## src/rtl/spi_attr_pkg.sv

```systemverilog
package spi_attr_pkg;
  localparam int FSZ_W  = 4;
  localparam int BRD_W  = 4;
  localparam int DATA_W = 2 ** FSZ_W;
  localparam int BIT_W  = $clog2(DATA_W) + 1;
  localparam int HALF_W = $clog2((2 ** BRD_W) + 2);
  localparam int RAT_W  = HALF_W + 1;

  typedef struct packed {
    logic             modt;
    logic             cont;
    logic [BRD_W-1:0] brd;
    logic             dbl;
    logic             lsb;
    logic             cpha;
    logic             cpol;
    logic [FSZ_W-1:0] fsz;
  } attr_t;

  localparam int ATTR_W = $bits(attr_t);

  localparam attr_t ATTR_RST = '{modt: 1'b0, cont: 1'b0, brd: '0, dbl: 1'b0,
                                 lsb: 1'b0, cpha: 1'b0, cpol: 1'b0, fsz: '1};

  typedef enum logic [1:0] {ST_IDLE, ST_WAIT, ST_ACT, ST_TAIL} xfer_st_t;
endpackage

```

## src/rtl/spi_attr_bank.sv

```systemverilog
module spi_attr_bank
  import spi_attr_pkg::*;
#(
  parameter  int NSETS = 8,
  localparam int IDX_W = $clog2(NSETS)
) (
  input  logic             clk,
  input  logic             rst_ni,
  input  logic             wr_en,
  input  logic [IDX_W-1:0] wr_idx,
  input  attr_t            wr_attr,
  input  logic [IDX_W-1:0] rd_idx,
  output attr_t            rd_attr
);
  attr_t sets_q [NSETS];

  for (genvar g = 0; g < NSETS; g++) begin : g_set
    logic  hit;
    attr_t set_d;
    assign hit = wr_en && (wr_idx == IDX_W'(g));
    always_comb begin
      set_d = sets_q[g];
      if (hit) set_d = wr_attr;
    end
    always_ff @(posedge clk or negedge rst_ni) begin
      if (!rst_ni) sets_q[g] <= ATTR_RST;
      else         sets_q[g] <= set_d;
    end
  end

  assign rd_attr = sets_q[rd_idx];
endmodule

```

## src/rtl/spi_attr_decode.sv

```systemverilog
module spi_attr_decode
  import spi_attr_pkg::*;
(
  input  attr_t             attr,
  output logic [BIT_W-1:0]  n_bits,
  output logic [HALF_W-1:0] len_act,
  output logic [HALF_W-1:0] len_idle,
  output logic              legal
);
  logic [RAT_W-1:0] base;
  logic [RAT_W-1:0] ratio;
  logic [RAT_W-1:0] act_w;

  always_comb begin
    base     = RAT_W'(attr.brd) + RAT_W'(2);
    ratio    = attr.dbl ? base : RAT_W'(base << 1);
    act_w    = attr.cpha ? (ratio >> 1) : ((ratio + RAT_W'(1)) >> 1);
    len_act  = HALF_W'(act_w);
    len_idle = HALF_W'(ratio - act_w);
    n_bits   = (attr.fsz < FSZ_W'(3)) ? BIT_W'(4) : BIT_W'(attr.fsz) + BIT_W'(1);
    legal    = !(((ratio == RAT_W'(2)) || (ratio == RAT_W'(3))) && (attr.cont || attr.modt));
  end
endmodule

```

## src/rtl/spi_attr_master.sv

```systemverilog
module spi_attr_master
  import spi_attr_pkg::*;
#(
  parameter  int NSETS = 8,
  localparam int IDX_W = $clog2(NSETS)
) (
  input  logic              clk,
  input  logic              rst_n,
  input  logic              cfg_we,
  input  logic [IDX_W-1:0]  cfg_idx,
  input  logic [ATTR_W-1:0] cfg_wdata,
  input  logic              start,
  input  logic [IDX_W-1:0]  start_idx,
  input  logic [DATA_W-1:0] tx_data,
  output logic              busy,
  output logic              done,
  output logic [DATA_W-1:0] rx_data,
  output logic              attr_err,
  output logic              sck,
  output logic              mosi,
  input  logic              miso,
  output logic              cs_n
);
  // reset synchronizer: asserts at once, releases on the clock
  logic [1:0] rst_sync_q;
  logic       rst_ni;
  always_ff @(posedge clk or negedge rst_n) begin
    if (!rst_n) rst_sync_q <= 2'b00;
    else        rst_sync_q <= {rst_sync_q[0], 1'b1};
  end
  assign rst_ni = rst_sync_q[1];

  attr_t             sel;
  logic [BIT_W-1:0]  sel_bits;
  logic [HALF_W-1:0] sel_act, sel_idle;
  logic              sel_legal;

  spi_attr_bank #(.NSETS(NSETS)) u_bank (
    .clk     (clk),
    .rst_ni  (rst_ni),
    .wr_en   (cfg_we),
    .wr_idx  (cfg_idx),
    .wr_attr (attr_t'(cfg_wdata)),
    .rd_idx  (start_idx),
    .rd_attr (sel)
  );

  spi_attr_decode u_dec (
    .attr     (sel),
    .n_bits   (sel_bits),
    .len_act  (sel_act),
    .len_idle (sel_idle),
    .legal    (sel_legal)
  );

  xfer_st_t          st_q, st_d;
  logic [HALF_W-1:0] cnt_q, cnt_d;
  logic [BIT_W-1:0]  idx_q, idx_d;
  logic [BIT_W-1:0]  bits_q, bits_d;
  logic [HALF_W-1:0] lact_q, lact_d, lidle_q, lidle_d;
  logic              cpol_q, cpol_d, cpha_q, cpha_d, lsb_q, lsb_d;
  logic [DATA_W-1:0] tx_q, tx_d, rxs_q, rxs_d, rx_q, rx_d;
  logic              sck_q, sck_d, cs_n_q, cs_n_d, mosi_q, mosi_d;
  logic              done_q, done_d, err_q, err_d;

  logic [FSZ_W-1:0]  pos_now, pos_nxt, pos_first;
  logic              cnt_zero, last_bit;

  assign pos_now   = FSZ_W'(lsb_q ? idx_q : bits_q - BIT_W'(1) - idx_q);
  assign pos_nxt   = FSZ_W'(lsb_q ? idx_q + BIT_W'(1) : bits_q - BIT_W'(2) - idx_q);
  assign pos_first = FSZ_W'(sel.lsb ? BIT_W'(0) : sel_bits - BIT_W'(1));
  assign cnt_zero  = (cnt_q == '0);
  assign last_bit  = (idx_q == bits_q - BIT_W'(1));

  always_comb begin
    st_d    = st_q;
    cnt_d   = cnt_q;
    idx_d   = idx_q;
    bits_d  = bits_q;
    lact_d  = lact_q;
    lidle_d = lidle_q;
    cpol_d  = cpol_q;
    cpha_d  = cpha_q;
    lsb_d   = lsb_q;
    tx_d    = tx_q;
    rxs_d   = rxs_q;
    rx_d    = rx_q;
    sck_d   = sck_q;
    cs_n_d  = cs_n_q;
    mosi_d  = mosi_q;
    done_d  = 1'b0;
    err_d   = 1'b0;
    unique case (st_q)
      ST_IDLE: begin
        if (start) begin
          if (!sel_legal) begin
            err_d = 1'b1;
          end else begin
            st_d    = ST_WAIT;
            bits_d  = sel_bits;
            lact_d  = sel_act;
            lidle_d = sel_idle;
            cpol_d  = sel.cpol;
            cpha_d  = sel.cpha;
            lsb_d   = sel.lsb;
            tx_d    = tx_data;
            rxs_d   = '0;
            idx_d   = '0;
            cnt_d   = sel_idle - HALF_W'(1);
            sck_d   = sel.cpol;
            cs_n_d  = 1'b0;
            if (!sel.cpha) mosi_d = tx_data[pos_first];
          end
        end
      end
      ST_WAIT: begin
        if (cnt_zero) begin
          st_d  = ST_ACT;
          cnt_d = lact_q - HALF_W'(1);
          sck_d = ~cpol_q;
          if (!cpha_q) rxs_d[pos_now] = miso;
          else         mosi_d = tx_q[pos_now];
        end else begin
          cnt_d = cnt_q - HALF_W'(1);
        end
      end
      ST_ACT: begin
        if (cnt_zero) begin
          cnt_d = lidle_q - HALF_W'(1);
          sck_d = cpol_q;
          if (cpha_q) rxs_d[pos_now] = miso;
          if (last_bit) begin
            st_d = ST_TAIL;
          end else begin
            st_d  = ST_WAIT;
            idx_d = idx_q + BIT_W'(1);
            if (!cpha_q) mosi_d = tx_q[pos_nxt];
          end
        end else begin
          cnt_d = cnt_q - HALF_W'(1);
        end
      end
      ST_TAIL: begin
        if (cnt_zero) begin
          st_d   = ST_IDLE;
          cs_n_d = 1'b1;
          done_d = 1'b1;
          rx_d   = rxs_q;
          mosi_d = 1'b0;
        end else begin
          cnt_d = cnt_q - HALF_W'(1);
        end
      end
      default: st_d = ST_IDLE;
    endcase
  end

  always_ff @(posedge clk or negedge rst_ni) begin
    if (!rst_ni) begin
      st_q    <= ST_IDLE;
      cnt_q   <= '0;
      idx_q   <= '0;
      bits_q  <= BIT_W'(DATA_W);
      lact_q  <= HALF_W'(1);
      lidle_q <= HALF_W'(1);
      cpol_q  <= 1'b0;
      cpha_q  <= 1'b0;
      lsb_q   <= 1'b0;
      tx_q    <= '0;
      rxs_q   <= '0;
      rx_q    <= '0;
      sck_q   <= 1'b0;
      cs_n_q  <= 1'b1;
      mosi_q  <= 1'b0;
      done_q  <= 1'b0;
      err_q   <= 1'b0;
    end else begin
      st_q    <= st_d;
      cnt_q   <= cnt_d;
      idx_q   <= idx_d;
      bits_q  <= bits_d;
      lact_q  <= lact_d;
      lidle_q <= lidle_d;
      cpol_q  <= cpol_d;
      cpha_q  <= cpha_d;
      lsb_q   <= lsb_d;
      tx_q    <= tx_d;
      rxs_q   <= rxs_d;
      rx_q    <= rx_d;
      sck_q   <= sck_d;
      cs_n_q  <= cs_n_d;
      mosi_q  <= mosi_d;
      done_q  <= done_d;
      err_q   <= err_d;
    end
  end

  assign busy     = (st_q != ST_IDLE);
  assign done     = done_q;
  assign rx_data  = rx_q;
  assign attr_err = err_q;
  assign sck      = sck_q;
  assign mosi     = mosi_q;
  assign cs_n     = cs_n_q;
endmodule

```

## config.mk

```make
export PLATFORM = sky130hd
export DESIGN_NAME = spi_attr_master
export DESIGN_NICKNAME = d
export VERILOG_FILES = /design/src/rtl/spi_attr_pkg.sv /design/src/rtl/spi_attr_bank.sv /design/src/rtl/spi_attr_decode.sv /design/src/rtl/spi_attr_master.sv
export SDC_FILE = /design/constraint.sdc
export NUM_CORES = 1
export LEC_CHECK = 0
export CORE_MARGIN = 4
export CORE_UTILIZATION = 35
export DETAILED_ROUTE_END_ITERATION = 16
export GPL_ROUTABILITY_DRIVEN = 0
export PLACE_DENSITY_LB_ADDON = 0.25
export REMOVE_ABC_BUFFERS = 1
export SETUP_SLACK_MARGIN = 0.05
export SYNTH_ARGS = -nofsm -noshare
export SYNTH_HDL_FRONTEND = slang
export SYNTH_SLANG_ARGS = --single-unit
```

## constraint.sdc

```tcl
create_clock -name clk -period 8.3 [get_ports clk]
set_clock_uncertainty 0.1 [all_clocks]
set_input_delay 1.66 -clock clk [delete_from_list [all_inputs] [get_ports clk]]
set_output_delay 1.66 -clock clk [all_outputs]
set_load 0.02 [all_outputs]
```

======== Word level (Yosys, flattened, before mapping) ========
Index checks and enable logic that the tools add are counted.
word-level totals
  output and inout port bits .............. 22
  bits of input ports ..................... 41
  register bits ........................... 197
cells by class
  reductions and logical operators ........ 28
  bitwise operators ....................... 3
  muxes and demuxes ....................... 67
  magnitude comparators ................... 6
  add/sub/neg operators ................... 14
  equality and inequality tests ........... 25
operator list
  operator                                             number
  2-to-1 mux 16 bit                                    6
  2-to-1 mux 5 bit                                     11
  one-hot mux 16 bit (3 select lines)                  1
  binary-select mux 14 bit (select 3 bit)              1
  2-to-1 mux 14 bit                                    2
  2-to-1 mux 1 bit                                     25
  subtractor 5 x 1 -> 5 bit (second input constant)    5
  inequality test 2 bit (second input constant)        12
  one-hot mux 5 bit (4 select lines)                   1
  bitwise mux 16 bit                                   1
  < comparator 4 x 5 -> 1 bit (second input constant)  3
  AND reduction 5 bit                                  3
  binary-select mux 1 bit (select 4 bit)               3
  == test 3 bit (second input constant)                4
  == test 6 x 2 -> 1 bit (second input constant)       2
  2-to-1 mux 2 bit                                     6
  2-to-1 mux 4 bit                                     3
  logical AND 1 bit                                    10
  one-hot mux 5 bit (2 select lines)                   1
  AND reduction 9 bit                                  1
  one-hot mux 2 bit (4 select lines)                   1
  subtractor 4 bit                                     2
  AND reduction 7 bit                                  1
  adder 6 x 1 -> 6 bit (second input constant)         1
  other kinds (30)                                     37

======== Longest topological paths before layout ========
Gate-level depths: netlist of run 1.
  depth in word-level cells ............... 14
  gate-level depth with buffers ........... 20

======== By module ========
Synthesis of run 1 repeated with hierarchy kept, for this count alone.
second synthesis, totals
  cell total of the unflattened synthesis .. 879
  area, all modules ....................... 10797.9 µm²
by module, submodules not included
  module           times used  area an instance (µm²)  cells each
  spi_attr_bank    1           5202.5                  292
  spi_attr_master  1           5054.8                  510
  spi_attr_decode  1           540.5                   77

======== Least setup slack after synthesis of run 1 ========
Ideal clock, no wire load.
  kind .................................... input -> register
  start point ............................. input start_idx[1]
  end point ............................... register cnt_q[4]
  arrival time ............................ 5225 ps
  library setup time ...................... 101 ps
  slack ................................... 2874 ps
  cell stages on the path ................. 18
  data required time ...................... 8099 ps
  buffers on the path ..................... 2
  cells stage by stage .................... buf_6 -> buf_6 -> mux4_2 -> mux2i_4 -> inv_1 -> ha_1 -> xnor2_1 -> nand2_1 -> mux2_2 -> o22ai_1 -> ha_1 -> inv_1 -> or4_1 -> nand4_2 -> xor2_2 -> nor3b_2 -> xnor2_1 -> o311ai_2
between the ends
  word-level cells in the longest chain between the ends .. 13
ends and longest elaborated chain
  item                                                    RTL line                text
  start: declaration                                      spi_attr_master.sv:13   input logic [IDX_W-1:0] start_idx,
  inverter 3 -> 4 bit (not written as such) *             spi_attr_bank.sv:31     assign rd_attr = sets_q[rd_idx];
  binary-select mux 14 bit (select 3 bit) *               spi_attr_bank.sv:31
  2-to-1 mux 14 bit (not written as such) * (2 in a row)  spi_attr_bank.sv:31
  adder 4 x 2 -> 5 bit                                    spi_attr_decode.sv:15   base = RAT_W'(attr.brd) + RAT_W'(2);
  2-to-1 mux 6 bit                                        spi_attr_decode.sv:16   ratio = attr.dbl ? base : RAT_W'(base << 1);
  adder 6 x 1 -> 6 bit                                    spi_attr_decode.sv:17   act_w = attr.cpha ? (ratio >> 1) : ((ratio + RAT_W'(1)) >> 1);
  2-to-1 mux 5 bit                                        spi_attr_decode.sv:17
  subtractor 5 bit                                        spi_attr_decode.sv:19   len_idle = HALF_W'(ratio - act_w);
  subtractor 5 x 1 -> 5 bit                               spi_attr_master.sv:109  cnt_d = sel_idle - HALF_W'(1);
  2-to-1 mux 5 bit                                        spi_attr_master.sv:96   if (!sel_legal) begin
  2-to-1 mux 5 bit                                        spi_attr_master.sv:95   if (start) begin
  one-hot mux 5 bit (4 select lines)                      spi_attr_master.sv:93   unique case (st_q)
  end signal: assignment                                  spi_attr_master.sv:179  cnt_q <= cnt_d;
  end: declaration                                        spi_attr_master.sv:57   logic [HALF_W-1:0] cnt_q, cnt_d;
Every way passes the cells marked *; elsewhere a longest branch is shown, timed or not. The select of a mux whose other input is x is not followed.
A chain may end at the register's enable or synchronous reset.

======== Final worst setup path of run 1 ========
  start point ............................. input start_idx[1]
  end point ............................... register rxs_q[14]
between the ends
  word-level cells in the longest chain between the ends .. 11
ends and longest elaborated chain
  item                                                    RTL line                text
  inverter 3 -> 4 bit (not written as such) *             spi_attr_bank.sv:31
  binary-select mux 14 bit (select 3 bit) *               spi_attr_bank.sv:31
  2-to-1 mux 14 bit (not written as such) * (2 in a row)  spi_attr_bank.sv:31
  adder 4 x 2 -> 5 bit                                    spi_attr_decode.sv:15
  2-to-1 mux 6 bit                                        spi_attr_decode.sv:16
  == test 6 x 2 -> 1 bit                                  spi_attr_decode.sv:21   legal = !(((ratio == RAT_W'(2)) || (ratio == RAT_W'(3))) && (attr.cont || attr.modt));
  logical OR 1 bit                                        spi_attr_decode.sv:21
  logical AND 1 bit *                                     spi_attr_decode.sv:21
  inequality test 2 bit (no line) *                       --
  AND reduction 7 bit (no line) *                         --
  end signal: assignment                                  spi_attr_master.sv:188  rxs_q <= rxs_d;
  end: declaration                                        spi_attr_master.sv:62   logic [DATA_W-1:0] tx_q, tx_d, rxs_q, rxs_d, rx_q, rx_d;
Marks and branches as above.

==> results.cfg, run 1 <==
[finish]
drive_above_1_share_pct = 30.89
syn_to_final_growth_pct = 15.52
most-common-layout-cells = dfrtp_1, mux2_2, clkdlybuf4s50_1, o21ai_0, nand2_1
fill_cells = 2861
diodes = 0
multiInputGateArea_sq_um = 5348
register_area_sq_um = 4979
final_area_sq_um = 12290
fin_nets = 985
final_common_cell = dfrtp_1
utilization_pct = 41.23

[sta]
fin_crit_sh_pct = 77.70
hold_viol_final = 0
fin_tns_setup_ns = 0
setup_violations = 0
rsz0062_at_grt = false
slew_headroom_pct = 22.57
period_minus_slack_ns = 6.449
timing.fmax_mhz = 155.1
tightest_slew_ns = 1.155
drv_slew = 0

[logic_synthesis]
syn_area_sq_um = 10640
syn_inst = 872
syn_area_per_cell_sq_um = 12.20
async_reset_ff_share_pct = 100.0
synth-warning-count = 0
synth_seq_cells = 197
ys_seq_area_share_pct = 46.78
synthFlopType = dfrtp_1
synth_cell_types = 75
synth_edf_count = 0

[clocking]
cts_sinks = 197
ctsRootBufferMaster = clkbuf_16
clockBufferDepth = 2
post_cts_buffers = 0
clkTransAtPathRegs_ns = 0.09
insertion_delay_ns = 0.44
cts_tree = done
cts_hold_buf = 0
ctsHtreeMaxLevel = 4
cts_buffers = 17
cts_resized = 0

[critical_path]
critPathArrivalTime_ns = 6.73
cp-start-kind = input port
crit_type = in -> reg
end_kind = flop
required_ns = 8.59
crit_fanout = 32

[grt]
grt_max_degree = 79
antenna_found_initial = 0
gr-usage-all-layers_pct = 14.48
grt_pass1_vias = 7069
grt_pass1_wl_um = 39070
overflow = 0

[place]
dpl.hpwl_um = 15940
place_area_sq_um = 11650
io_buffers = 62

[hold_path]
hold_path_class = reg -> reg

[power]
max-vdd-ir-drop_mv = 0.1588
pwr_density_cell_nw_per_um2 = 376.7
seq_power_share_pct = 32.7
clkPwrFrac_pct = 19.0
intPower_w = 0.002748
comb_power_share_pct = 48.3
netSwitchingFraction_pct = 40.62
switchingPower_w = 0.001880
leakage_nw = 5.003

[route]
drc = 0
first_pass_iters = 4
wl_per_cell_um = 17.80
routed_wirelength_um = 23480
vias = 6984
ant_nets = 0
vias_per_cell = 5.295
drtIter0Drc = 336

[floorplanning]
start_util_pct = 35.69
die_area_sq_um = 33240
ios = 63
dieWidth_um = 182.3
num_rows = 63
coreArea_sq_um = 29800
die_h_um = 182.3

[flow_run]
cap_viol_max_count = 0

[outcome]
status = finished, final reports clean
registers in the layout, indices dropped and copies added (netlist names), 2 cells and up:
register	flops
bits_q	5
lact_q	5
rx_data	16
lidle_q	5
idx_q	5
rst_sync_q	2
rxs_q	16
u_bank.sets_q	112
cnt_q	5
st_q	2
tx_q	16
logic make-up after synthesis:
group	share of synthesized area, %
multiplexers	25.72
buffers and inverters	3.447
XOR/XNOR	2.459
other	0.03526
AO/OA/AOI/OAI	11.06
AND/OR/NAND/NOR	7.071
flip-flops	46.78
adder cells (fa/ha/maj)	3.435
critical path, stage by stage:
cell	delay, ns
clkdlybuf4s50_1	1.04
mux4_2	0.65
mux2i_4	0.37
mux2i_4	0.39
inv_2	0.10
ha_1	0.25
o21bai_1	0.18
a2111o_1	0.22
a21oi_2	0.14
nand3b_1	0.87
o41ai_1	0.66
a22o_1	0.18
cells in the mapped netlist, types with 3 or more instances:
cell type | number | area share [%]
dfrtp_1 | 161 | 38
mux2_2 | 155 | 16
o21ai_0 | 50 | 2.4
nand2_1 | 47 | 1.7
dfstp_2 | 36 | 8.9
inv_1 | 33 | 1.2
clkbuf_1 | 30 | 1.1
mux4_2 | 27 | 5.7
nor2_1 | 27 | 0.95
ha_1 | 26 | 3.1
mux2i_1 | 26 | 2.4
a21oi_1 | 24 | 1.1
xnor2_1 | 21 | 1.7
a22o_1 | 20 | 1.6
a211oi_1 | 17 | 1.2
o41ai_1 | 15 | 1.2
nor3_1 | 13 | 0.61
nor2b_1 | 12 | 0.71
buf_2 | 9 | 0.42
nand2b_1 | 9 | 0.53
xor2_1 | 7 | 0.58
nor3b_1 | 6 | 0.42
a21o_1 | 5 | 0.35
nand3_1 | 5 | 0.24
nand4_1 | 5 | 0.29
a31oi_1 | 4 | 0.24
buf_6 | 4 | 0.42
nand4b_1 | 4 | 0.33
o22ai_1 | 4 | 0.24
a22oi_1 | 3 | 0.21
and2_1 | 3 | 0.18
buf_4 | 3 | 0.21
mux2i_4 | 3 | 0.64
o2111ai_1 | 3 | 0.25
o21ai_1 | 3 | 0.14
o221ai_1 | 3 | 0.25
or2_2 | 3 | 0.18
power groups by stage:
stage	combinational [W]	sequential (W)	clock [W]
detailed placement	0.00225	0.00153	0
global placement	0.00222	0.00153	0
finish	0.00224	0.00151	0.000879
global route	0.00250	0.00156	0.000941
CTS	0.00226	0.00151	0.000908
floorplan	0.00165	0.00152	0
per-layer routing:
layer	routed length, um	vias up	GRT usage, %
met1	11520	3557	20.51
li1	-	3329	-
met4	222	0	3.332
met3	602	18	2.312
met2	11140	80	23.51
met5	0	-	0
area by class of cell:
cell class | count | area share (%)
Tap cell | 390 | 3.972
Multi-Input combinational cell | 592 | 43.53
Clock buffer | 17 | 3.463
Clock inverter | 15 | 1.731
Inverter | 36 | 1.120
Timing Repair Buffer | 72 | 5.663
Sequential cell | 197 | 40.52
final timing paths:
kind | start | to | slack (ns) | depth (start not counted)
max in group asynchronous | rst_sync_q[1] | idx_q[2] | 6.31 | 1
hold / removal | rst_sync_q[0] | rst_sync_q[1] | 0.27 | 0
setup reg to reg | u_bank.sets_q[91] | rxs_q[14] | 3.86 | 11
min in group asynchronous | rst_sync_q[1] | u_bank.sets_q[6] | 0.28 | 0
hold reg to reg | rst_sync_q[0] | rst_sync_q[1] | 0.27 | 0
setup / recovery | start_idx[1] | rxs_q[14] | 1.85 | 12
metrics by stage:
stage / instances / hold WS [ns] / total power [W] / worst slack (ns)
final: 1319 / 0.2731 / 0.004627 / 1.851
after global routing: 1319 / 0.3033 / 0.005003 / 1.365
after CTS: 1319 / 0.2819 / 0.004679 / 1.854
after detailed placement: 1287 / 0.2404 / 0.003781 / 1.385
after global placement: 1287 / 0.2399 / 0.003743 / 1.518
after floorplan: 825 / 0.2312 / 0.003164 / 2.367
Note: power is estimated with default switching activity, not from simulation.
==> run 2: changes to the inputs <==
- clock period: 8.3 -> 5.81 ns (I/O delays scaled with it)
==> run 2 against run 1 <==
Effect of this change: design area rose by 1.2%; combinational power rose by 44%; die area did not move; critical path depth rose by 3; critical endpoint is now cnt_q[4]; clock power rose by 48%; setup slack got worse by 1.1 ns; largest power group unchanged; global-route usage barely moved; clock-buffer cell count did not move; via count fell by 0.20%.
==> results.cfg, run 2 (synthesis results as in run 1) <==
[finish]
top_register = u_bank.sets_q
largest_register_ffs = 112
final_area_sq_um = 12430
final_common_cell = dfrtp_1
fin_nets = 996
diodes = 0
drive_above_1_share_pct = 31.70
syn_to_final_growth_pct = 16.89
most-common-layout-cells = dfrtp_1, mux2_2, clkdlybuf4s50_1, o21ai_0, nand2_1
final_cells = 1330

[critical_path]
r2r_end = cnt_q[4]
crit_fanout = 11
r2r_start = u_bank.sets_q[23]
r2r_slack_ns = 1.79
max_stage_delay_ns = 0.79
cp-start-kind = input port
r2r_cells = 14
crit_family = buffers and inverters
end_kind = flop
required_ns = 6.06
path_cells = clkdlybuf4s50_1, mux4_2, mux2i_1, inv_1, ha_1, mux2i_2, clkinv_1, ha_1, inv_1, or4_1, nand4_2, xor2_2, nor3b_2, xnor2_1, o311ai_2
crit_type = in -> reg
critPathArrivalTime_ns = 5.30
crit_buf_inv = 4
crit_slowest_cell = clkdlybuf4s50_1

[hold_path]
hold_end = rst_sync_q[1]
hp-start = rst_sync_q[0]
min_path_cells = 0
hold_path_class = reg -> reg

[grt]
grt_pass1_wl_um = 38940
overflow = 0
antenna_found_initial = 0
grt_pass1_vias = 6924
gr-usage-all-layers_pct = 14.53
grt_max_degree = 132

[route]
routed_wirelength_um = 23660
vias_per_cell = 5.241
drtIter0Drc = 329
vias = 6970
wl_per_cell_um = 17.79
ant_nets = 0
first_pass_iters = 5
drc = 0

[clocking]
cts_buffers = 17
cts_resized = 0
insertion_delay_ns = 0.45
clkTransAtPathRegs_ns = 0.08
clockBufferDepth = 2
post_cts_buffers = 0
cts_sinks = 197
cts_hold_buf = 0
cts_tree = done
ctsRootBufferMaster = clkbuf_16
ctsHtreeMaxLevel = 4

[sta]
fin_crit_sh_pct = 86.97
setup_violations = 0
hold_viol_final = 0
rsz0062_at_grt = false
period_minus_slack_ns = 5.053
slew_headroom_pct = 19.90
timing.fmax_mhz = 197.9
drv_slew = 0
tightest_slew_ns = 1.195

[place]
dpl.hpwl_um = 16280
place_area_sq_um = 11770
io_buffers = 62
place_inst = 1298

[floorplanning]
die_area_sq_um = 33240
die_h_um = 182.3
ios = 63
start_util_pct = 35.69
coreArea_sq_um = 29800
dieWidth_um = 182.3
num_rows = 63

[power]
leakage_nw = 5.087
max-vdd-ir-drop_mv = 0.2233
pwr_density_cell_nw_per_um2 = 538.4
power_w = 0.006694

[flow_run]
cap_viol_max_count = 0

[outcome]
status = finished, final reports clean
run 2: changes by cell type in the layout (fill, tap and decap cells not counted):
cell / previous run / this run
clkinvlp_4: 1 / 0
buf_12: 0 / 3
inv_16: 0 / 1
buf_4: 10 / 18
inv_12: 5 / 4
bufinv_16: 0 / 1
run 2: area by class of cell:
type,count,area [sq um]
fill,2806,17360
multi-input combinational,592,5348
sequential,197,4979
timing repair buffer,83,815.8
tap,390,488.0
clock buffer,17,425.4
clock inverter,15,239.0
inverter,36,137.6
run 2: how the worst max path moves through the flow:
stage | start | endpoint | depth (start not counted)
floorplan | rst_sync_q[1] | attr_err | 0
global placement | start_idx[2] | cnt_q[4] | 16
detailed placement | start_idx[2] | cnt_q[4] | 15
CTS | start_idx[2] | cnt_q[4] | 17
global route | start_idx[2] | cnt_q[4] | 17
finish | start_idx[2] | cnt_q[4] | 15
run 2: per-stage QoR:
stage	setup TNS [ns]	utilization, %	hold slack, ns	worst slack (ns)
final	0	41.72	0.2542	0.7570
after global placement	0	39.49	0.2348	0.3409
after detailed placement	0	39.49	0.2389	0.2903
after CTS	0	41.72	0.2579	0.7511
after global routing	0	41.72	0.2605	0.4052
after floorplan	-19.58	-	0.2312	-0.1232
run 2: per-layer routing:
| metal | vias up | part of all wire (%) | global-route usage, % |
|---|---|---|---|
| met5 | - | 0 | 0 |
| met4 | 0 | 0.95 | 3.482 |
| met3 | 15 | 2.9 | 2.731 |
| met2 | 112 | 48 | 23.39 |
| met1 | 3511 | 49 | 20.41 |
| li1 | 3332 | - | - |
run 2: power breakdown:
group          leakage [nW]  switching (W)  internal [W]  total [W]
Clock                 0.317       0.000649      0.000648    0.00130
Combinational          2.42        0.00171       0.00151    0.00322
Sequential             2.35       0.000320       0.00185    0.00217
run 2: worst reg2reg max path, delay by kind of cell, from the launching register on:
kind | cells | cell delay [ns]
xor+xnor | 2 | 0.34
compound gates | 1 | 0.20
fa+ha+maj | 2 | 0.76
simple gates | 3 | 0.75
flops | 1 | 0.42
buf+inv | 3 | 0.35
mux | 3 | 0.98
==> run 3: changes to the inputs <==
- CORE_ASPECT_RATIO: unset -> 1.5
==> run 3 against run 2 <==
Effect of this change: combinational power is essentially flat; clock power down 8%; via count fell by 0.70%; global-route usage is 0.14 points higher; wire length shrank 2.4%; critical endpoint is now mosi; highest routed layer unchanged.
==> results.cfg, run 3 (synthesis results as in run 1) <==
[clocking]
cts_resized = 0
post_cts_buffers = 0
ctsRootBufferMaster = clkbuf_16
cts_sinks = 197
cts_buffers = 17
clkTransAtPathRegs_ns = 0.07
ctsHtreeMaxLevel = 4
insertion_delay_ns = 0.45
cts_tree = done
cts_hold_buf = 0
clockBufferDepth = 2

[finish]
final_common_cell = dfrtp_1
multiInputGateArea_sq_um = 5348
syn_to_final_growth_pct = 16.05
register_area_sq_um = 4979
fin_nets = 993
drive_above_1_share_pct = 31.48
diodes = 0
top_register = u_bank.sets_q
largest_register_ffs = 112
fill_cells = 2823
utilization_pct = 41.46
most-common-layout-cells = dfrtp_1, mux2_2, clkdlybuf4s50_1, o21ai_0, nand2_1

[critical_path]
crit_type = in -> reg
cp-start-kind = input port
critPathArrivalTime_ns = 5.39
path_cells = clkdlybuf4s50_1, buf_4, mux4_2, mux2i_1, inv_1, ha_1, or3b_1, nand2_2, ha_1, mux4_2, nand2_1, o2111ai_1, a32o_1
max_stage_delay_ns = 0.70
crit_fanout = 18
crit_slowest_cell = clkdlybuf4s50_1
required_ns = 6.05
end_kind = flop

[route]
drtIter0Drc = 278
wl_per_cell_um = 17.34
vias_per_cell = 5.196
first_pass_iters = 6
ant_nets = 0
drc = 0
vias = 6921
routed_wirelength_um = 23090

[power]
max-vdd-ir-drop_mv = 0.2484
pwr_density_cell_nw_per_um2 = 531.3
power_w = 0.006557
leakage_nw = 5.028

[sta]
tightest_slew_ns = 1.216
drv_slew = 0
slew_headroom_pct = 16.58
setup_violations = 0
fin_tns_setup_ns = 0
fin_ws_ns = 0.6527
hold_viol_final = 0
timing.fmax_mhz = 193.9
period_minus_slack_ns = 5.157
fin_crit_sh_pct = 88.77
rsz0062_at_grt = false

[grt]
overflow = 0
grt_max_degree = 177
antenna_found_initial = 0
grt_pass1_wl_um = 38820
gr-usage-all-layers_pct = 14.66
grt_pass1_vias = 7338

[floorplanning]
num_rows = 77
ios = 63
die_area_sq_um = 33300
start_util_pct = 35.72
dieWidth_um = 150.3
coreArea_sq_um = 29770
die_h_um = 221.5

[place]
io_buffers = 62
dpl.hpwl_um = 16240
pre_cts_ws_ns = 0.1644

[hold_path]
hold_path_class = reg -> async

[flow_run]
cap_viol_max_count = 0

[outcome]
status = finished, final reports clean
-- run 3: changes by cell type in the layout (fill, tap and decap cells not counted), moves of 2 or more --
cell	previous run	this run
buf_4	18	15
clkbuf_8	0	2
clkinv_8	6	0
clkinvlp_4	0	6
inv_12	4	0
inv_8	0	4
-- run 3: where the power goes --
part | switching [W] | leakage, nW | total (W) | internal, W
Combinational | 0.00171 | 2.41 | 0.00321 | 0.00149
Clock | 0.000565 | 0.272 | 0.00119 | 0.000628
Sequential | 0.000305 | 2.35 | 0.00216 | 0.00185
-- run 3: worst max-delay path: cells and delay by family --
kind,cells,cell delay [ns]
adder cells (fa/ha/maj),2,0.68
AND/OR/NAND/NOR,3,0.70
multiplexers,3,1.25
AO/OA/AOI/OAI,2,0.38
buffers and inverters,3,1.22
-- run 3: worst paths after layout --
kind / start / endpoint / slack [ns] / cells after the start
worst max-delay path: start_idx[1] / mosi / 0.65 / 13
worst min-delay path: rst_sync_q[1] / tx_q[11] / 0.12 / 0
worst max register to register: u_bank.sets_q[38] / cnt_q[4] / 1.82 / 15
worst min register to register: rst_sync_q[1] / tx_q[11] / 0.12 / 0
max in group asynchronous: rst_sync_q[1] / u_bank.sets_q[8] / 4.28 / 1
min in group clk: rst_sync_q[0] / rst_sync_q[1] / 0.25 / 0
-- run 3: through the flow --
| step | instance area (sq um) | hold slack [ns] | instances |
|---|---|---|---|
| after floorplan | 10410 | 0.2312 | 825 |
| after global placement | 11750 | 0.1182 | 1300 |
| after detailed placement | 11750 | 0.1268 | 1300 |
| after CTS | 12340 | 0.1353 | 1332 |
| after global routing | 12340 | 0.1419 | 1332 |
| final | 12340 | 0.1182 | 1332 |
-- run 3: cell type report --
| class | instances | area share, % |
|---|---|---|
| Clock buffer | 19 | 3.670 |
| Clock inverter | 13 | 1.115 |
| Inverter | 36 | 1.115 |
| Multi-Input combinational cell | 592 | 43.33 |
| Sequential cell | 197 | 40.34 |
| Tap cell | 395 | 4.004 |
| Timing Repair Buffer | 80 | 6.427 |
-- run 3: routing by layer --
layer / up-vias / share of wire (%) / routed length, um / GRT usage [%]
met2: 76 / 54 / 12430 / 25.98
met4: 0 / 1.8 / 414 / 4.845
li1: 3336 / - / - / -
met3: 25 / 2.1 / 491 / 2.536
met1: 3484 / 42 / 9755 / 17.84
met5: - / 0 / 0 / 0
